<file path="config.mk">
export PLATFORM = sky130hd
export DESIGN_NAME = dram_refresh_ctrl
export DESIGN_NICKNAME = d
export VERILOG_FILES = /design/src/rtl/dram_refresh_pkg.sv /design/src/rtl/refresh_timer.sv /design/src/rtl/refresh_tracker.sv /design/src/rtl/refresh_row_counter.sv /design/src/rtl/refresh_arbiter.sv /design/src/rtl/dram_refresh_ctrl.sv
export SDC_FILE = /design/constraint.sdc
export NUM_CORES = 1
export LEC_CHECK = 0
export ABC_AREA = 1
export ABC_CLOCK_PERIOD_IN_PS = 2000
export BUFFER_PORTS_ARGS = -buffer_cell sky130_fd_sc_hd__buf_2
export CELL_PAD_IN_SITES_DETAIL_PLACEMENT = 2
export CELL_PAD_IN_SITES_GLOBAL_PLACEMENT = 2
export CORE_AREA = 5 5 69 71
export DETAILED_ROUTE_END_ITERATION = 7
export DIE_AREA = 0 0 74 76
export HOLD_SLACK_MARGIN = 0.12
export PLACE_DENSITY_LB_ADDON = 0.05
export SYNTH_ARGS = -nofsm -noshare
export SYNTH_HDL_FRONTEND = slang
export SYNTH_SLANG_ARGS = --single-unit
export TNS_END_PERCENT = 30
</file>
<file path="constraint.sdc">
create_clock -name clk -period 2 [get_ports clk]
set_clock_uncertainty 0.1 [all_clocks]
set_input_delay 0.2 -clock clk [delete_from_list [all_inputs] [get_ports clk]]
set_output_delay 0.2 -clock clk [all_outputs]
set_load 0.01 [all_outputs]
</file>
<file path="src/rtl/dram_refresh_pkg.sv">
package dram_refresh_pkg;

  typedef enum logic [1:0] {
    ARB_IDLE    = 2'd0,
    ARB_ACCESS  = 2'd1,
    ARB_REFRESH = 2'd2
  } arb_state_t;

  // Clocks per row slot; never below one.
  function automatic int unsigned slot_clocks(int unsigned ret_ns,
                                              int unsigned rows,
                                              int unsigned clk_ns);
    int unsigned v;
    v = ret_ns / (rows * clk_ns);
    return (v == 0) ? 1 : v;
  endfunction

endpackage

</file>
<file path="src/rtl/refresh_timer.sv">
module refresh_timer #(
  parameter int unsigned INTERVAL = 6250
) (
  input  logic clk,
  input  logic rst,
  output logic tick
);
  localparam int unsigned TW = (INTERVAL > 1) ? $clog2(INTERVAL) : 1;
  localparam logic [TW-1:0] LAST = TW'(INTERVAL - 1);

  logic [TW-1:0] cnt;

  always_ff @(posedge clk) begin
    if (rst)              cnt <= '0;
    else if (cnt == LAST) cnt <= '0;
    else                  cnt <= cnt + 1'b1;
  end

  assign tick = (cnt == LAST);

  generate
    if (INTERVAL > 1) begin : g_spacing
      // expiries never arrive on consecutive clocks
      p_tick_spacing_r1: assert property (@(posedge clk) disable iff (rst)
        tick |=> !tick);
    end
  endgenerate
endmodule

</file>
<file path="src/rtl/refresh_tracker.sv">
module refresh_tracker (
  input  logic clk,
  input  logic rst,
  input  logic tick,
  input  logic start_ref,
  output logic pend,
  output logic err
);
  always_ff @(posedge clk) begin
    if (rst) begin
      pend <= 1'b0;
      err  <= 1'b0;
    end else begin
      if (tick)           pend <= 1'b1;
      else if (start_ref) pend <= 1'b0;
      if (tick && pend && !start_ref) err <= 1'b1;
    end
  end

  // a missed slot raises the flag, and the flag holds
  p_miss_sets_err_r8: assert property (@(posedge clk) disable iff (rst)
    (tick && pend && !start_ref) |=> err);
  p_err_sticky_r8: assert property (@(posedge clk) disable iff (rst)
    err |=> err);
  // a refresh start consumes the pending request unless a new one lands
  p_start_clears_r4: assert property (@(posedge clk) disable iff (rst)
    (start_ref && !tick) |=> !pend);
endmodule

</file>
<file path="src/rtl/refresh_row_counter.sv">
module refresh_row_counter #(
  parameter int unsigned ROWS = 64
) (
  input  logic                     clk,
  input  logic                     rst,
  input  logic                     ref_done,
  output logic [$clog2(ROWS)-1:0]  row
);
  localparam int unsigned RW = $clog2(ROWS);
  localparam logic [RW-1:0] LAST = RW'(ROWS - 1);

  always_ff @(posedge clk) begin
    if (rst)           row <= '0;
    else if (ref_done) row <= (row == LAST) ? '0 : row + 1'b1;
  end

  // advance with wrap after a refresh, hold otherwise
  p_row_step_r3: assert property (@(posedge clk) disable iff (rst)
    ref_done |=> (row == (($past(row) == LAST) ? '0 : $past(row) + 1'b1)));
  p_row_hold_r3: assert property (@(posedge clk) disable iff (rst)
    !ref_done |=> $stable(row));
endmodule

</file>
<file path="src/rtl/refresh_arbiter.sv">
module refresh_arbiter
  import dram_refresh_pkg::*;
#(
  parameter int unsigned CYCLE_CLKS = 12
) (
  input  logic clk,
  input  logic rst,
  input  logic acc_req,
  input  logic pend,
  output logic acc_gnt,
  output logic start_ref,
  output logic ref_done,
  output logic ref_active,
  output logic busy
);
  localparam int unsigned CW = (CYCLE_CLKS > 1) ? $clog2(CYCLE_CLKS) : 1;
  localparam logic [CW-1:0] LAST = CW'(CYCLE_CLKS - 1);

  arb_state_t    st;
  logic [CW-1:0] cnt;
  logic          last;

  always_comb begin
    last      = (cnt == LAST);
    start_ref = !rst && (st == ARB_IDLE) && pend;
    acc_gnt   = !rst && (st == ARB_IDLE) && !pend && acc_req;
    ref_done  = (st == ARB_REFRESH) && last;
  end

  always_ff @(posedge clk) begin
    if (rst) begin
      st  <= ARB_IDLE;
      cnt <= '0;
    end else begin
      unique case (st)
        ARB_IDLE: begin
          cnt <= '0;
          if (start_ref)    st <= ARB_REFRESH;
          else if (acc_gnt) st <= ARB_ACCESS;
        end
        default: begin
          if (last) begin
            st  <= ARB_IDLE;
            cnt <= '0;
          end else begin
            cnt <= cnt + 1'b1;
          end
        end
      endcase
    end
  end

  assign ref_active = (st == ARB_REFRESH);
  assign busy       = (st != ARB_IDLE);

  // no grant during refresh
  p_no_gnt_refresh_r7: assert property (@(posedge clk) disable iff (rst)
    ref_active |-> !acc_gnt);
  // a refresh cycle runs its full length
  p_ref_runs_r2: assert property (@(posedge clk) disable iff (rst)
    (ref_active && !last) |=> ref_active);
  // pending refresh in idle starts next clock
  p_pend_first_r4: assert property (@(posedge clk) disable iff (rst)
    ((st == ARB_IDLE) && pend) |=> ref_active);
  // a granted access makes the block busy
  p_gnt_busy_r10: assert property (@(posedge clk) disable iff (rst)
    acc_gnt |=> busy);
endmodule

</file>
<file path="src/rtl/dram_refresh_ctrl.sv">
module dram_refresh_ctrl
  import dram_refresh_pkg::*;
#(
  parameter int unsigned ROWS         = 64,
  parameter int unsigned RETENTION_NS = 4_000_000,
  parameter int unsigned CLK_NS       = 10,
  parameter int unsigned CYCLE_CLKS   = 12
) (
  input  logic                    clk,
  input  logic                    rst,
  input  logic                    acc_req,
  output logic                    acc_gnt,
  output logic                    ref_active,
  output logic [$clog2(ROWS)-1:0] row_addr,
  output logic                    busy,
  output logic                    refresh_err
);
  localparam int unsigned INTERVAL = slot_clocks(RETENTION_NS, ROWS, CLK_NS);

  logic tick, pend, start_ref, ref_done;

  refresh_timer #(.INTERVAL(INTERVAL)) u_timer (
    .clk(clk), .rst(rst), .tick(tick)
  );

  refresh_tracker u_tracker (
    .clk(clk), .rst(rst), .tick(tick), .start_ref(start_ref),
    .pend(pend), .err(refresh_err)
  );

  refresh_arbiter #(.CYCLE_CLKS(CYCLE_CLKS)) u_arb (
    .clk(clk), .rst(rst), .acc_req(acc_req), .pend(pend),
    .acc_gnt(acc_gnt), .start_ref(start_ref), .ref_done(ref_done),
    .ref_active(ref_active), .busy(busy)
  );

  refresh_row_counter #(.ROWS(ROWS)) u_rows (
    .clk(clk), .rst(rst), .ref_done(ref_done), .row(row_addr)
  );

  // refresh implies busy
  p_ref_busy_r10: assert property (@(posedge clk) disable iff (rst)
    ref_active |-> busy);
endmodule

</file>
==> flow_metrics.tcl, run 1 <==
set metrics [dict create \
    ys.warnings.count 0 \
    finalSetupViolCount 0 \
    grt_setup_unrepaired "false" \
    worst-slew-pin-transition_ns 0.449 \
    fin_tns_setup_ns 0 \
    io_buffers 12 \
    arrival_ns 1.67 \
    p_per_area_nw_per_um2 610 \
    period_share_pct 79.9 \
    slew_headroom_pct 70.0 \
    worstPathRequired_ns 2.07 \
    drc 0 \
    clk_pin_slew_ns 0.09 \
    track_usage_pct 14.2 \
    synth.cell_area_sq_um 1390 \
    path_cells "ha_1 > nand3_2 > nor2_4 > nand2_1 > nand2_1 > nand2_1 > nand2_1 > nor2_1" \
    fillers 513 \
    vias 1273 \
    hold_class "in -> reg" \
    cts_tree "yes" \
    synth_seq_area_share_pct 39.0 \
    drive_above_1_share_pct 18.0 \
    antenna_left 0 \
    wl_mm 3.64 \
    grt_pass1_vias 1441 \
    final_common_cell "nand2_1" \
    syn_nets 198 \
    insertion_delay_ns 0.27 \
    endpoint_kind "flip-flop" \
    grt_max_degree 15 \
    cts_buffers 3 \
    worst-path-max-fanout 8 \
    synth_area_per_cell_sq_um 7.26 \
    post-route-worst-setup-slack_ns 0.402 \
    vias_per_cell 4.93 \
    dieWidth_um 74 \
    clock_path_buffers 2 \
    clock-root-buffer "clkbuf_8" \
    dp_hpwl_mm 2.92 \
    path_class "reg -> reg" \
    synthCells 191 \
    hold_viol 0 \
    n_antenna_cell 0 \
    drt-initial-drc-count 22 \
    slowest_stage "dfxtp_1" \
    htree_num_levels 1 \
    power_leakage_nw 0.624 \
    status "finished clean" \
    worst_setup_path_start_kind "flip-flop" \
    dieArea_sq_um 5620 \
    initial_core_util_pct 33.2 \
    die_h_um 76 \
    slowest_delay_ns 0.37 \
    overflow 0 \
    maxSlewViolCount 0 \
    place_ws_ns 0.414 \
    nets 214 \
    rows 24 \
    cpMostUsedCell "nand2_1" \
    area_growth_pct 11.0 \
    ys_types 26 \
    synth-seq-cells 27 \
    cts.sinks 27 \
    place_congestion 0.819 \
    dr.pass1.iters 2 \
    core_sq_um 4170 \
    period_needed_ns 1.60 \
    antenna_found_initial 0 \
    pin_count 13 \
    maxCapViolCount 0 \
    ir_drop_mv 0.200 \
    grt_pass1_wl_mm 6.45 \
    fmax_mhz 626 \
    wire_per_inst_um 14.1 \
    ctsResizeCount 0 \
    final_cell_mix "nand2_1, inv_1, dfxtp_1, nor2_1, nand3_1" \
    hold_ws_ns 0.323 \
]
through the flow:
step / power [W] / util (%) / instances / area, sq um
after floorplan: 0.000619 / - / 191 / 1390
after global placement: 0.000632 / 35.6 / 253 / 1480
after detailed placement: 0.000637 / 35.6 / 253 / 1480
after CTS: 0.000955 / 36.9 / 258 / 1540
after global routing: 0.000982 / 36.9 / 258 / 1540
final: 0.000939 / 36.9 / 258 / 1540
flip-flops by register name, indices dropped and copies added (netlist names):
signal,cells
u_arb.cnt,4
u_arb.st,2
u_tracker.err,1
u_timer.cnt,13
u_rows.row,6
u_tracker.pend,1
area by class of cell:
| cell class | count | area, sq um | area share (%) |
|---|---|---|---|
| clock buffers | 4 | 45.0 | 2.93 |
| inverters | 31 | 116 | 7.56 |
| repair buffers | 13 | 70.1 | 4.55 |
| well taps | 52 | 65.1 | 4.23 |
| flip-flops and latches | 27 | 541 | 35.1 |
| multi-input cells | 131 | 702 | 45.6 |
what timing repair did:
item	in CTS	in global routing
hold endpoints to repair	3	0
buffers inserted	0	0
hold buffers	1	0
routing by layer:
| metal | track usage [%] | vias up | share of wire [%] |
|---|---|---|---|
| met4 | 4.35 | 0 | 0.91 |
| met3 | 1.98 | 4 | 2.4 |
| li1 | - | 634 | - |
| met5 | 0 | - | 0 |
| met2 | 25.7 | 12 | 52 |
| met1 | 16.8 | 623 | 45 |
final timing paths:
check,startpoint,endpoint,slack [ns],cells after the start
max,u_arb.cnt[0],u_rows.row[3],0.40,8
min,rst,u_arb.st[1],0.32,4
max reg2reg,u_arb.cnt[0],u_rows.row[3],0.40,8
min reg2reg,u_arb.cnt[0],u_arb.cnt[0],0.38,1
where the power goes:
part	switching (W)	internal, W	leakage [nW]	total, W
clock network	0.000172	0.000143	0.0228	0.000314
logic	0.0000438	0.0000237	0.383	0.0000674
registers	0.00000952	0.000548	0.219	0.000557
total	0.000225	0.000714	0.624	0.000939
cells in the mapped netlist (all sizes together):
cell type / n / area share (%)
buf: 2 / 2.0
dfxtp: 27 / 39
xor2: 1 / 0.63
nand4: 7 / 3.2
nand3: 17 / 6.5
or2: 1 / 0.45
nand2: 41 / 12
a21boi: 2 / 1.1
nor2: 34 / 12
o21ai: 6 / 2.2
a31oi: 1 / 0.45
nor3: 4 / 2.3
inv: 31 / 8.4
ha: 4 / 3.6
xnor2: 1 / 0.63
a21oi: 11 / 5.1
o21bai: 1 / 0.54
critical path, delay by kind of cell, from the launching register on:
family	cells	cell delay (ns)
AND/OR/NAND/NOR	7	0.80
flip-flops	1	0.37
adder cells (fa/ha/maj)	1	0.23
cell families (layout without fill, tap and decap cells):
family | count (synthesis) | in the layout | synth area share [%]
AO/OA/AOI/OAI | 21 | 21 | 9.30
XOR/XNOR | 2 | 2 | 1.26
flip-flops | 27 | 27 | 39.0
buffers and inverters | 33 | 48 | 10.4
adder cells (fa/ha/maj) | 4 | 4 | 3.61
AND/OR/NAND/NOR | 104 | 104 | 36.5
No activity file was read; power rests on OpenSTA's default activity.
==> run 2, diff against run 1 <==
--- a/config.mk
+++ b/config.mk
@@ -6,13 +6,13 @@
 export NUM_CORES = 1
 export LEC_CHECK = 0
 export ABC_AREA = 1
-export ABC_CLOCK_PERIOD_IN_PS = 2000
+export ABC_CLOCK_PERIOD_IN_PS = 1600
 export BUFFER_PORTS_ARGS = -buffer_cell sky130_fd_sc_hd__buf_2
 export CELL_PAD_IN_SITES_DETAIL_PLACEMENT = 2
 export CELL_PAD_IN_SITES_GLOBAL_PLACEMENT = 2
-export CORE_AREA = 5 5 69 71
+export CORE_AREA = 5 5 71 73
 export DETAILED_ROUTE_END_ITERATION = 7
-export DIE_AREA = 0 0 74 76
+export DIE_AREA = 0 0 76 78
 export HOLD_SLACK_MARGIN = 0.12
 export PLACE_DENSITY_LB_ADDON = 0.05
 export SYNTH_ARGS = -nofsm -noshare
==> constraint.sdc (replaced) <==
create_clock -name clk -period 1.6 [get_ports clk]
set_clock_uncertainty 0.1 [all_clocks]
set_input_delay 0.16 -clock clk [delete_from_list [all_inputs] [get_ports clk]]
set_output_delay 0.16 -clock clk [all_outputs]
set_load 0.01 [all_outputs]
==> flow_metrics.tcl, run 2 (synthesis gave the netlist of run 1 again) <==
set metrics [dict create \
    status "finished clean" \
    cts.sinks 27 \
    slew_headroom_pct 70.4 \
    drt-initial-drc-count 27 \
    track_usage_pct 12.0 \
    ir_drop_mv 0.280 \
    initial_core_util_pct 32.3 \
    grt_pass1_wl_mm 6.07 \
    die_h_um 78 \
    overflow 0 \
    antenna_left 0 \
    power_leakage_nw 0.639 \
    insertion_delay_ns 0.27 \
    slowest_delay_ns 0.41 \
    dieWidth_um 76 \
    drc 0 \
    pin_count 13 \
    regMostFlops "u_timer.cnt" \
    wl_mm 3.48 \
    htree_num_levels 1 \
    reg2regPathDepth 6 \
    largest_reg_flops 13 \
    slowest_stage "dfxtp_1" \
    worstPathRequired_ns 1.66 \
    worst_setup_path_start_kind "flip-flop" \
    hold_class "in -> reg" \
    fmax_mhz 684 \
    maxSlewViolCount 0 \
    worst-slew-pin-transition_ns 0.444 \
    drive_above_1_share_pct 20.6 \
    vias_per_cell 4.82 \
    vias 1259 \
    hold_viol 0 \
    clock-root-buffer "clkbuf_8" \
    final_common_cell "nand2_1" \
    grt_max_degree 15 \
    ff2ff_setup_slack_ns 0.14 \
    finalSetupViolCount 0 \
    finalCoreUtilization_pct 36.5 \
    area_growth_pct 13.1 \
    core_sq_um 4290 \
    nets 217 \
    endpoint_kind "flip-flop" \
    fin_tns_setup_ns 0 \
    dp_hpwl_mm 2.73 \
    cts_buffers 3 \
    cts_tree "yes" \
    final_cell_mix "nand2_1, inv_1, dfxtp_1, nor2_1, nand3_1" \
    wire_per_inst_um 13.3 \
    clk_pin_slew_ns 0.10 \
    maxCapViolCount 0 \
    p_per_area_nw_per_um2 750 \
    path_cells "ha_1 > nand2_1 > nor2_4 > nand2_1 > o21ai_1 > a21oi_2" \
    path_class "reg -> reg" \
    period_needed_ns 1.46 \
    grt_pass1_vias 1358 \
    grt_setup_unrepaired "false" \
    dieArea_sq_um 5930 \
    hold_depth 4 \
    largest_registers "u_timer.cnt x13, u_rows.row x6, u_arb.cnt x4" \
    clock_path_buffers 2 \
    cpMostUsedCell "nand2_1" \
    io_buffers 12 \
    rows 24 \
    period_share_pct 91.3 \
    arrival_ns 1.52 \
    worst-path-max-fanout 8 \
    antenna_found_initial 0 \
    place_congestion 0.812 \
    dr.pass1.iters 4 \
    n_antenna_cell 0 \
]
[run 2: cell count changes in the layout (fill, tap and decap cells not counted), sizes merged]
cell,delta
buf,+3
[run 2: power by group]
part           switching [W]  internal [W]  leakage [nW]  total [W]
Clock               0.000220      0.000178        0.0228   0.000398
Combinational      0.0000524     0.0000297         0.397  0.0000821
Sequential         0.0000110      0.000685         0.219   0.000696
Total               0.000283      0.000893         0.639    0.00118
[run 2: final timing paths]
check / startpoint / end
worst max-delay path: u_timer.cnt[0] / u_timer.cnt[6]
worst min register to register: u_arb.cnt[0] / u_arb.cnt[0]
worst max register to register: u_timer.cnt[0] / u_timer.cnt[6]
worst min-delay path: rst / u_arb.st[1]
[run 2: area by class of cell]
cell class / count / area (sq um)
Clock buffer: 4 / 45.0
Fill cell: 519 / 2730
Inverter: 31 / 116
Multi-Input combinational cell: 131 / 707
Sequential cell: 27 / 542
Tap cell: 52 / 65.1
Timing Repair Buffer: 16 / 92.6
[run 2: layer usage]
layer	GRT usage, %	part of all wire, %	vias to the layer above
met2	20.5	50	6
met1	15.8	48	612
met4	3.20	0.55	0
li1	-	-	639
met5	0	0	-
met3	1.74	1.7	2
[run 2: critical path: cells and delay by family (launching register included)]
| family | cells | cell delay (ns) |
|---|---|---|
| fa+ha+maj | 1 | 0.21 |
| simple gates | 3 | 0.40 |
| flops | 1 | 0.41 |
| compound gates | 2 | 0.25 |
[run 2: stage by stage]
step           total power, W  hold WS, ns  cell area (sq um)  instances  setup WS [ns]
3_3_place_gp         0.000790        0.266               1490        254          0.164
5_1_grt               0.00125        0.333               1570        261         0.0124
6_report              0.00118        0.269               1570        261          0.139
2_1_floorplan        0.000773        0.129               1390        191          0.251
3_5_place_dp         0.000794        0.271               1490        254         0.0800
4_1_cts               0.00120        0.293               1550        259         0.0533
[run 2: repair_timing]
item,4_1_cts,5_1_grt
hold endpoints to repair,3,0
setup buffers,0,2
setup endpoints to repair,0,4
resized for setup,0,4
hold buffers,1,0
==> run 3, diff against run 2 <==
--- a/config.mk
+++ b/config.mk
@@ -6,7 +6,7 @@
 export NUM_CORES = 1
 export LEC_CHECK = 0
 export ABC_AREA = 1
-export ABC_CLOCK_PERIOD_IN_PS = 1600
+export ABC_CLOCK_PERIOD_IN_PS = 1500
 export BUFFER_PORTS_ARGS = -buffer_cell sky130_fd_sc_hd__buf_2
 export CELL_PAD_IN_SITES_DETAIL_PLACEMENT = 2
 export CELL_PAD_IN_SITES_GLOBAL_PLACEMENT = 2
@@ -15,6 +15,7 @@
 export DIE_AREA = 0 0 76 78
 export HOLD_SLACK_MARGIN = 0.12
 export PLACE_DENSITY_LB_ADDON = 0.05
+export REMOVE_ABC_BUFFERS = 1
 export SYNTH_ARGS = -nofsm -noshare
 export SYNTH_HDL_FRONTEND = slang
 export SYNTH_SLANG_ARGS = --single-unit
==> constraint.sdc (replaced) <==
create_clock -name clk -period 1.5 [get_ports clk]
set_clock_uncertainty 0.1 [all_clocks]
set_input_delay 0.15 -clock clk [delete_from_list [all_inputs] [get_ports clk]]
set_output_delay 0.15 -clock clk [all_outputs]
set_load 0.01 [all_outputs]
==> flow_metrics.tcl, run 3 (synthesis gave the netlist of run 1 again) <==
set metrics [dict create \
    fmax_mhz 721 \
    final_common_cell "nand2_1" \
    hold_class "in -> reg" \
    clk_pin_slew_ns 0.10 \
    vias_per_cell 4.89 \
    power.internal_w 0.000958 \
    drt-initial-drc-count 23 \
    cts.sinks 27 \
    drive_above_1_share_pct 23.8 \
    grt_pass1_vias 1446 \
    final_cell_mix "nand2_1, inv_1, dfxtp_1, nor2_1, nand3_1" \
    hold_viol 0 \
    power_w 0.00127 \
    switching_share_pct 24.6 \
    clock_path_buffers 2 \
    initial_core_util_pct 32.3 \
    ir_drop_mv 0.333 \
    dp_hpwl_mm 3.05 \
    slew_headroom_pct 77.7 \
    worstPathRequired_ns 1.58 \
    die_h_um 78 \
    cts_buffers 3 \
    p_sw_w 0.000313 \
    drc 0 \
    period_needed_ns 1.39 \
    finalSetupViolCount 0 \
    cts_tree "yes" \
    pwr-share-comb_pct 7.5 \
    dieArea_sq_um 5930 \
    status "finished clean" \
    track_usage_pct 13.7 \
    p_per_area_nw_per_um2 783 \
    wl_mm 3.73 \
    antenna_found_initial 0 \
    place_congestion 0.799 \
    core_sq_um 4290 \
    power_leakage_nw 0.654 \
    htree_num_levels 1 \
    wire_per_inst_um 14.2 \
    antenna_left 0 \
    dpl-instance-area_sq_um 1520 \
    area_growth_pct 17.1 \
    overflow 0 \
    seqPwrFrac_pct 58.6 \
    arrival_ns 1.47 \
    dr.pass1.iters 4 \
    pin_count 13 \
    endpoint_kind "flip-flop" \
    io_buffers 12 \
    finalInstanceArea_sq_um 1620 \
    n_antenna_cell 0 \
    largest_reg_flops 13 \
    rows 24 \
    grt_setup_unrepaired "false" \
    dieWidth_um 76 \
    period_share_pct 92.4 \
    insertion_delay_ns 0.27 \
    largest_registers "u_timer.cnt x13, u_rows.row x6, u_arb.cnt x4" \
    grt_max_degree 15 \
    worst_setup_path_start_kind "flip-flop" \
    vias 1282 \
    worst-slew-pin-transition_ns 0.331 \
    clock-root-buffer "clkbuf_8" \
    maxSlewViolCount 0 \
    nets 218 \
    maxCapViolCount 0 \
    p_clk_share_pct 33.8 \
    fillers 524 \
    path_class "reg -> reg" \
    regMostFlops "u_timer.cnt" \
    grt_pass1_wl_mm 6.68 \
    worst-path-max-fanout 7 \
]
[run 3: final timing paths]
kind / from / end / slack (ns) / cells past startpoint
hold / removal: rst / u_arb.st[1] / 0.23 / 4
hold reg to reg: u_timer.cnt[0] / u_timer.cnt[0] / 0.35 / 1
setup / recovery: u_arb.cnt[0] / u_rows.row[5] / 0.11 / 8
setup reg to reg: u_arb.cnt[0] / u_rows.row[5] / 0.11 / 8
[run 3: power by group through the flow]
stage,Combinational (W),Clock (W),Sequential (W)
after global routing,0.000109,0.000492,0.000749
after global placement,0.0000869,0,0.000758
after detailed placement,0.0000924,0,0.000759
after floorplan,0.0000605,0,0.000756
after CTS,0.0000956,0.000451,0.000743
final,0.0000954,0.000430,0.000745
[run 3: final cells by class]
cell class / count / area (sq um) / share of cell area [%]
Clock buffer: 4 / 45.0 / 2.78
Inverter: 31 / 116 / 7.17
Multi-Input combinational cell: 131 / 739 / 45.6
Sequential cell: 27 / 544 / 33.5
Tap cell: 52 / 65.1 / 4.01
Timing Repair Buffer: 17 / 113 / 6.94
[run 3: layer usage]
| layer | vias to the layer above | routed length (um) | track usage (%) | share of wire, % |
|---|---|---|---|---|
| met5 | - | 0 | 0 | 0 |
| met4 | 0 | 65 | 5.69 | 1.7 |
| met3 | 5 | 118 | 2.55 | 3.2 |
| li1 | 644 | - | - | - |
| met2 | 16 | 1940 | 26.0 | 52 |
| met1 | 617 | 1610 | 14.7 | 43 |
[run 3: timing repair]
action / in CTS / in global routing
setup endpoints to repair: 3 / 10
hold buffers: 1 / 0
gates resized for setup: 3 / 10
endpoints found under the hold margin: 3 / 0
setup buffers: 0 / 1
pin swaps: 0 / 2
[run 3: critical path, cell delays in order (launching register included)]
cell,delay [ns]
dfxtp_2,0.37
ha_4,0.16
nand3_4,0.09
nor2_4,0.19
nand2_2,0.11
nand2_2,0.08
nand2_1,0.06
nand2_1,0.08
nor2_1,0.04
[run 3: metrics by stage]
| stage | setup WS (ns) | hold WS [ns] | instances | setup TNS (ns) | utilization, % |
|---|---|---|---|---|---|
| global placement | 0.0339 | 0.307 | 256 | 0 | 35.4 |
| floorplan | 0.151 | 0.119 | 189 | 0 | - |
| finish | 0.113 | 0.228 | 262 | 0 | 37.8 |
| detailed placement | -0.0433 | 0.307 | 256 | -0.108 | 35.4 |
| CTS | -0.00431 | 0.225 | 261 | -0.00431 | 36.8 |
| global route | 0.00187 | 0.255 | 262 | 0 | 37.8 |
